===== src/rtl/crc5_nibble.sv =====
module crc5_nibble #(
  parameter int CW = 5,
  parameter int DW = 4,
  parameter logic [CW-1:0] POLY = 5'b00101,
  parameter logic [CW-1:0] SEED = '1
) (
  input  logic          clk,
  input  logic          rst,
  input  logic          init,
  input  logic [DW-1:0] din,
  input  logic          din_vld,
  output logic [CW-1:0] crc
);

  function automatic logic [CW-1:0] advance(input logic [CW-1:0] s,
                                            input logic [DW-1:0] d);
    logic fb;
    for (int i = DW - 1; i >= 0; i--) begin
      fb = d[i] ^ s[CW-1];
      s  = {s[CW-2:0], 1'b0} ^ ({CW{fb}} & POLY);
    end
    return s;
  endfunction

  logic [CW-1:0] nxt;
  assign nxt = advance(crc, din);

  always_ff @(posedge clk) begin
    if (rst || init) crc <= SEED;
    else if (din_vld) crc <= nxt;
  end

endmodule



===== config.mk =====
export PLATFORM = sky130hd
export DESIGN_NAME = crc5_nibble
export DESIGN_NICKNAME = d
export VERILOG_FILES = /design/src/rtl/crc5_nibble.sv
export SDC_FILE = /design/constraint.sdc
export NUM_CORES = 1
export LEC_CHECK = 0
export CORE_AREA = 2 2 39 41
export CTS_CLUSTER_DIAMETER = 150
export DETAILED_ROUTE_END_ITERATION = 8
export DIE_AREA = 0 0 41 43
export HOLD_SLACK_MARGIN = 0.03
export PLACE_DENSITY = 0.52
export SYNTH_ARGS = -nofsm -noshare
export SYNTH_HDL_FRONTEND = slang
export SYNTH_SLANG_ARGS = --single-unit
export TNS_END_PERCENT = 5

===== constraint.sdc =====
create_clock -name clk -period 2.2 [get_ports clk]
set_input_delay 0.22 -clock clk [delete_from_list [all_inputs] [get_ports clk]]
set_output_delay 0.22 -clock clk [all_outputs]
set_load 0.1 [all_outputs]

Yosys cells after proc, flatten, opt, wreduce, memory -nomap -nowiden
Cells that the tools add are included.
{ "word_totals": {"elab_cells": 10, "reg_bits": 5, "in_bits": 8, "out_inout_bits": 5} }
{ "op_classes": {"n_reduce_logical": 1, "bitwise_logic": 8} }
{ "op_table": {"columns": ["operator", "n"], "rows": [
  ["XOR 5 x 3 -> 5 bit", 4],
  ["XOR 1 bit", 4],
  ["logical OR 1 bit", 1]
]} }

Logic depth before layout (Yosys ltp)
Gate-level depths: netlist (run 1).
{ "depth": {"depth_word": 8, "ltp_mapped": 4, "depth_no_buf": 4} }

Least setup slack after synthesis (run 1)
No wires, ideal clock.
{ "synth_path": {"path_kind": "reg-to-reg", "from": "register crc[4]", "to": "register crc[2]", "required_time_ns": 2.114, "setup_time_ns": 0.086, "path_buffers": 0, "path_slack_ns": 0.421, "t_arrival_ns": 1.694, "stages_incl_launch_ff": 5, "cell_sequence": "dfxtp_1 > xor2_2 > xnor2_1 > nor3b_1 > a211oi_1"} }
{ "synth_between": {"elab_chain_len": 6} }
{ "synth_rtl": {"columns": ["item", "line_no", "rtl"], "rows": [
  ["start: declaration", "12", "output logic [CW-1:0] crc"],
  ["start signal: assignment", "30", "else if (din_vld) crc <= nxt;"],
  ["XOR 1 bit", "19", "fb = d[i] ^ s[CW-1];"],
  ["XOR 5 x 3 -> 5 bit (3 in a row)", "20", "s = {s[CW-2:0], 1'b0} ^ ({CW{fb}} & POLY);"],
  ["XOR 1 bit", "19", null],
  ["XOR 5 x 3 -> 5 bit", "20", null]
]} }
No other way between the ends.
A chain may end at the register's enable or synchronous reset.

Worst setup path in the final report (run 1)
{ "layout_path": {"from": "input port din[3]", "to": "register crc[2]"} }
{ "layout_between": {"elab_chain_len": 6} }
{ "layout_rtl": {"columns": ["item", "line_no", "rtl"], "rows": [
  ["start: declaration", "10", "input logic [DW-1:0] din,"],
  ["XOR 1 bit", "19", null],
  ["XOR 5 x 3 -> 5 bit (3 in a row)", "20", null],
  ["XOR 1 bit", "19", null],
  ["XOR 5 x 3 -> 5 bit", "20", null]
]} }
No other way between the ends.

==> summary.md, run 1 <==
| Metric | Value |
|---|---|
| Status | complete, no violations |
| Worst-Margin Slew | between 300 and 400 ps |
| Routed Wire Length | 543 um |
| # hold bufs at CTS | 0 |
| CTS tree | done |
| Max FFs per register | 5 |
| Final setup vio count | 0 |
| Min Tclk post-route | between 1000 and 1500 ps |
| Regs by FF count | crc x5 |
| N_diodes | 0 |
| CP Data Required Time | between 2000 and 2500 ps |
| Port bufs | 12 |
| Syn avg cell area | a little over 9 sq um |
| Filler cells | approximately 150 |
| Count of different cell masters after synthesis | 11 |
| Critical path fanouts, max | 3 |
| Clock root buffer | clkbuf_4 |
| Remaining DRCs | 0 |
| ANT nets after route | 0 |
| Die Width | 41 um |
| Clk_lat worst skew | around 240 ps |
| Mapped cell area | between 200 and 300 sq um |
| Final Cycle Share | 0.5668 |
| Setup bufs post-CTS | 0 |
| 1st-iter DRT viols | 4 |
| Clock-pin slew on the worst setup and hold paths | about 40 ps |
| Mapped Cells | 28 |
| Grt ovf | 0 |
| Biggest register | crc |
| Final hold vios | 0 |
| CTS resizes | 0 |
| Synth warn | 0 |
| Worst VDD drop | approximately 0.00038 V |
| Layout cells sized above 1 | 0.2093 |
| Antenna violations before repair | 0 |
| Fin. max-slew vios | 0 |
| Slew Limit Headroom | 0.7710 |
| # rows | 14 |
| Vias in the first global route | 214 |
| Number of CTS-inserted buffers | 3 |
| Maxcap violations | 0 |
| Worst setup SP type | primary input |
| Top Ports | 13 |
| H-tree Lvls | 1 |
| Final hold slack | between 500 and 600 ps |
| CTS Buffer Depth | 2 |
| Vias per inst | around 4.0 |
| Vias | about 240 |
| Yosys reg bits | 5 |
| Die Height | approximately 43 um |
| Starting Density | 0.1872 |
| Net count, final | 52 |
| Global-route wire length before repair | 828 um |
| RSZ-0062 raised after global routing | no |
| Wirelength per Cell | 9.203 um |
| Core ar. | around 1400 sq um |
| CP endpoint kind | flop |
| Leakage power | around 0.16 nW |
| Sink Count | 5 |
| Critical path class | in2reg |
| PD cells | between 700 and 800 nW/um^2 |
| Synth Net Count | 36 |
| Area grow syn2layout | 57.97% |
| Worst hold path class | reg2reg |
| Largest net degree at the start of global routing | 8 |
| Post-Route Setup TNS | 0 ps |
| GP Congestion | between 0.6 and 0.7 |
| Post-synthesis sequential area ratio | 0.3865 |
| Clk_skew | between 4 and 5 ps |
| Die area | roughly 1800 sq um |
| Final HPWL DP | 405.1 um |
| GRT Util Overall | 0.07530 |
| WP data arrival | about 1400 ps |
| DRT Pass-1 Iters | 5 |
| Max Fclk | 802.0 MHz |
==> layout make-up <==
| cell class | count | area [sq um] | area share |
|---|---|---|---|
| Clock buffer | 4 | 26.28 | 0.06422 |
| Multi-Input combinational cell | 22 | 155.1 | 0.3792 |
| Sequential cell | 5 | 100.1 | 0.2446 |
| Tap cell | 16 | 20.02 | 0.04893 |
| Timing Repair Buffer | 12 | 107.6 | 0.2630 |
==> cells in the mapped netlist <==
library cell | number | area [sq um]
nor2_1 | 2 | 7.510
o21ai_0 | 1 | 5.000
clkbuf_1 | 1 | 3.750
mux2i_1 | 3 | 30.03
nor3b_1 | 1 | 7.510
nor4_1 | 1 | 6.260
xor2_2 | 1 | 16.27
xnor2_1 | 6 | 52.55
a211oi_1 | 1 | 7.510
nand2_1 | 6 | 22.52
dfxtp_1 | 5 | 100.1
==> layout by cell type, fill, tap and decap left out <==
master / n
mux2i_1: 3
xnor2_1: 6
nand2_1: 6
o21ai_0: 1
dfxtp_1: 5
clkbuf_1: 1
clkdlybuf4s50_1: 7
xor2_2: 1
nor2_1: 2
a211oi_1: 1
buf_4: 5
clkbuf_4: 3
nor3b_1: 1
nor4_1: 1
==> kinds of logic after synthesis <==
group	synth area share
simple gates	0.1691
buf+inv	0.01448
compound gates	0.04830
xor+xnor	0.2657
flops	0.3865
mux	0.1159
==> critical path, cell delays in order <==
cell	delay, ps
clkdlybuf4s50_1	440
xor2_2	170
xnor2_1	290
nor3b_1	90
a211oi_1	190
==> metal layers <==
metal	routed length (um)	global-route usage	vias up
met4	0	0.02000	0
li1	-	-	123
met5	0	0	-
met2	188	0.08750	14
met1	275	0.09325	99
met3	80	0.07853	0
==> path summary, 6_finish.rpt <==
kind	endpoint	start	cells after the start	slack, ps
max	crc[2]$_SDFFE_PP1P_	din[3]	5	950
min	crc[0]$_SDFFE_PP1P_	crc[0]$_SDFFE_PP1P_	2	520
min reg2reg	crc[0]$_SDFFE_PP1P_	crc[0]$_SDFFE_PP1P_	2	520
max reg2reg	crc[2]$_SDFFE_PP1P_	crc[4]$_SDFFE_PP1P_	4	1000
==> per-stage QoR <==
step / worst slack [ps] / instance area [sq um] / utilization / instances / total power, W
after floorplan: 420.8 / 259.0 / - / 28 / 0.0001694
after global placement: 702.6 / 382.9 / 0.2767 / 55 / 0.0001964
after detailed placement: 688.3 / 382.9 / 0.2767 / 55 / 0.0001959
after CTS: 940.2 / 409.1 / 0.2957 / 59 / 0.0003055
after global routing: 857.7 / 409.1 / 0.2957 / 59 / 0.0003147
final: 953.1 / 409.1 / 0.2957 / 59 / 0.0002988
==> report_power, final <==
part | leakage [nW] | internal [W] | total (W) | switching, W
clock network | 0.0150 | 0.0000685 | 0.000105 | 0.0000361
logic | 0.0999 | 0.0000350 | 0.0000936 | 0.0000586
registers | 0.0409 | 0.0000960 | 0.000101 | 0.00000462
total | 0.156 | 0.000199 | 0.000299 | 0.0000993
No activity file was read; power rests on OpenSTA's default activity.
==> run 2, diff against run 1 <==
--- a/config.mk
+++ b/config.mk
@@ -10,7 +10,7 @@
 export DETAILED_ROUTE_END_ITERATION = 8
 export DIE_AREA = 0 0 41 43
 export HOLD_SLACK_MARGIN = 0.03
-export PLACE_DENSITY = 0.52
+export PLACE_DENSITY = 0.53
 export SYNTH_ARGS = -nofsm -noshare
 export SYNTH_HDL_FRONTEND = slang
 export SYNTH_SLANG_ARGS = --single-unit
==> constraint.sdc (replaced) <==
create_clock -name clk -period 1.1 [get_ports clk]
set_input_delay 0.11 -clock clk [delete_from_list [all_inputs] [get_ports clk]]
set_output_delay 0.11 -clock clk [all_outputs]
set_load 0.1 [all_outputs]
==> run 2 against run 1 <==
  * The flow now finishes with violations (setup timing)
  * Worst hold slack better by 29 ps
  * Final cell count up 10%
  * Sequential share of layout area down 4.1 points
  * Core utilization up 12 points
  * Critical path depth unchanged
  * Routed wire length up 20%
  * First-iteration DRC count down 100%
  * Clock skew up 5.5 ps
  * Cell area up 40%
  * Sequential power up 100%
  * Die area unchanged
  * Critical endpoint unchanged
  * Largest power group is now combinational cells
==> summary.md, run 2 (synthesized netlist as in run 1, its figures left out) <==
| Metric | Value |
|---|---|
| GP Congestion | approximately 0.63 |
| CTS tree | done |
| Die Height | 43 um |
| Max Fclk | between 800 and 900 MHz |
| Clk_skew | approximately 10 ps |
| Biggest register | crc |
| Worst setup SP type | primary input |
| # rows | 14 |
| Largest net degree at the start of global routing | 5 |
| Peak per-stage delay on the critical path | 550 ps |
| Sequential share of power | 0.298 |
| Core ar. | 1384 sq um |
| Clock root buffer | clkbuf_4 |
| Setup bufs post-CTS | 0 |
| PD cells | 1184 nW/um^2 |
| RSZ-0062 raised after global routing | yes |
| Starting Density | 0.1872 |
| Combinational power share | 0.376 |
| Die area | roughly 1800 sq um |
| Failing checks | setup timing |
| Worst path cell trace | clkdlybuf4s50_1, xor2_4, xnor2_2, nor3b_2, a211oi_1 |
| Routed Wire Length | 652 um |
| Setup WS post-layout | -12.58 ps |
| Final Cycle Share | 1.011 |
| Net count, final | 58 |
| Filler cells | 142 |
| GRT Util Overall | 0.09849 |
| Grt ovf | 0 |
| H-tree Lvls | 1 |
| Leakage power | 0.2354 nW |
| DRT Pass-1 Iters | 1 |
| Sink Count | 5 |
| Most frequent cells in the layout | clkdlybuf4s50_1 (7), nand2_1 (6), buf_4 (6) |
| Layout cells sized above 1 | 0.4898 |
| ANT nets after route | 0 |
| Switching Power | between 0.0002 and 0.00025 W |
| Worst hold path class | reg2reg |
| Global-route wire length before repair | 1.083 mm |
| Die Width | approximately 40 um |
| Critical path class | in2reg |
| Vias in the first global route | around 270 |
| CTS Buffer Depth | 2 |
| Final instance area | approximately 570 sq um |
| 1st-iter DRT viols | 0 |
| Fin. max-slew vios | 0 |
| Number of CTS-inserted buffers | 3 |
| Min Tclk post-route | 1113 ps |
| Pint | 0.0004488 W |
| Area grow syn2layout | 120.8% |
| Seq. cell area | 116.4 sq um |
| Wirelength per Cell | around 10 um |
| Top Ports | 13 |
| Final setup vio count | 1 |
| Clk_lat worst skew | 250 ps |
| Slew Limit Headroom | 0.8158 |
| Area of the multi-input gates | 193.9 sq um |
| WP data arrival | 1270 ps |
| Vias | 264 |
| N_diodes | 0 |
| # hold bufs at CTS | 0 |
| Critical path fanouts, max | 3 |
| Clock-pin slew on the worst setup and hold paths | 50 ps |
| CP Data Required Time | between 1000 and 1500 ps |
| Non-filler instance count after layout | 65 |
| Dpl cells | between 60 and 70 |
| Switching share of power | 0.3371 |
| Clk pwr share | 0.325 |
| CP endpoint kind | flop |
| Commonest non-fill, non-tap cell in the layout | clkdlybuf4s50_1 |
| Placed cell area | between 500 and 600 sq um |
| Maxcap violations | 0 |
| Remaining DRCs | 0 |
| Worst-Margin Slew | about 270 ps |
| Status | finished with violations |
| Final hold vios | 0 |
| Worst VDD drop | approximately 0.00055 V |
| Slowest cell on crit path | clkdlybuf4s50_1 |
| Vias per inst | between 4 and 5 |
| Max FFs per register | 5 |
| Regs by FF count | crc x5 |
| Antenna violations before repair | 0 |
| Port bufs | 12 |
## run 2: routing by layer
| metal | up-vias | global-route usage | part of all wire |
|---|---|---|---|
| met2 | 11 | 0.1375 | 0.46 |
| li1 | 134 | - | - |
| met4 | 0 | 0.02000 | 0 |
| met5 | - | 0 | 0 |
| met1 | 119 | 0.1161 | 0.42 |
| met3 | 0 | 0.07853 | 0.12 |
## run 2: layout make-up
cell class,count,share of cell area
multi-input cells,22,0.3392
well taps,16,0.03501
flip-flops and latches,5,0.2035
clock buffers,4,0.04595
repair buffers,18,0.3764
## run 2: repair_timing
action / 4_1_cts / 5_1_grt
setup endpoints to repair: 1 / 3
cloned: 0 / 0
pin swaps: 1 / 1
gates resized for setup: 3 / 2
## run 2: power groups by stage
stage                     sequential, W  combinational [W]  clock, W
after floorplan                0.000272          0.0000643         0
after CTS                      0.000201           0.000246  0.000226
final                          0.000202           0.000255  0.000220
after detailed placement       0.000204           0.000234         0
after global placement         0.000203           0.000235         0
after global routing           0.000204           0.000269  0.000241
## run 2: path summary, 6_finish.rpt
path | to | slack [ps] | cells after the start | start
max reg2reg | crc[2]$_SDFFE_PP1P_ | 0 | 4 | crc[4]$_SDFFE_PP1P_
min reg2reg | crc[4]$_SDFFE_PP1P_ | 550 | 2 | crc[4]$_SDFFE_PP1P_
max | crc[2]$_SDFFE_PP1P_ | -10 | 5 | din[3]
min | crc[4]$_SDFFE_PP1P_ | 550 | 2 | crc[4]$_SDFFE_PP1P_
## run 2: critical path: cells and delay by family
family	cells	cell delay, ps
xor+xnor	2	360
compound gates	1	170
simple gates	1	80
buf+inv	1	550
## run 2: metrics by stage
step	total power, W	setup WS (ps)	setup TNS [ps]	utilization	hold slack [ps]
final	0.0006770	-12.58	-12.58	0.4132	547.3
after global routing	0.0007135	-84.69	-131.1	0.4132	591.4
after CTS	0.0006733	16.76	0	0.3996	535.7
after detailed placement	0.0004372	-282.0	-712.4	0.3662	518.5
after global placement	0.0004381	-221.3	-649.2	0.3662	512.9
after floorplan	0.0003360	-116.8	-224.5	-	241.2
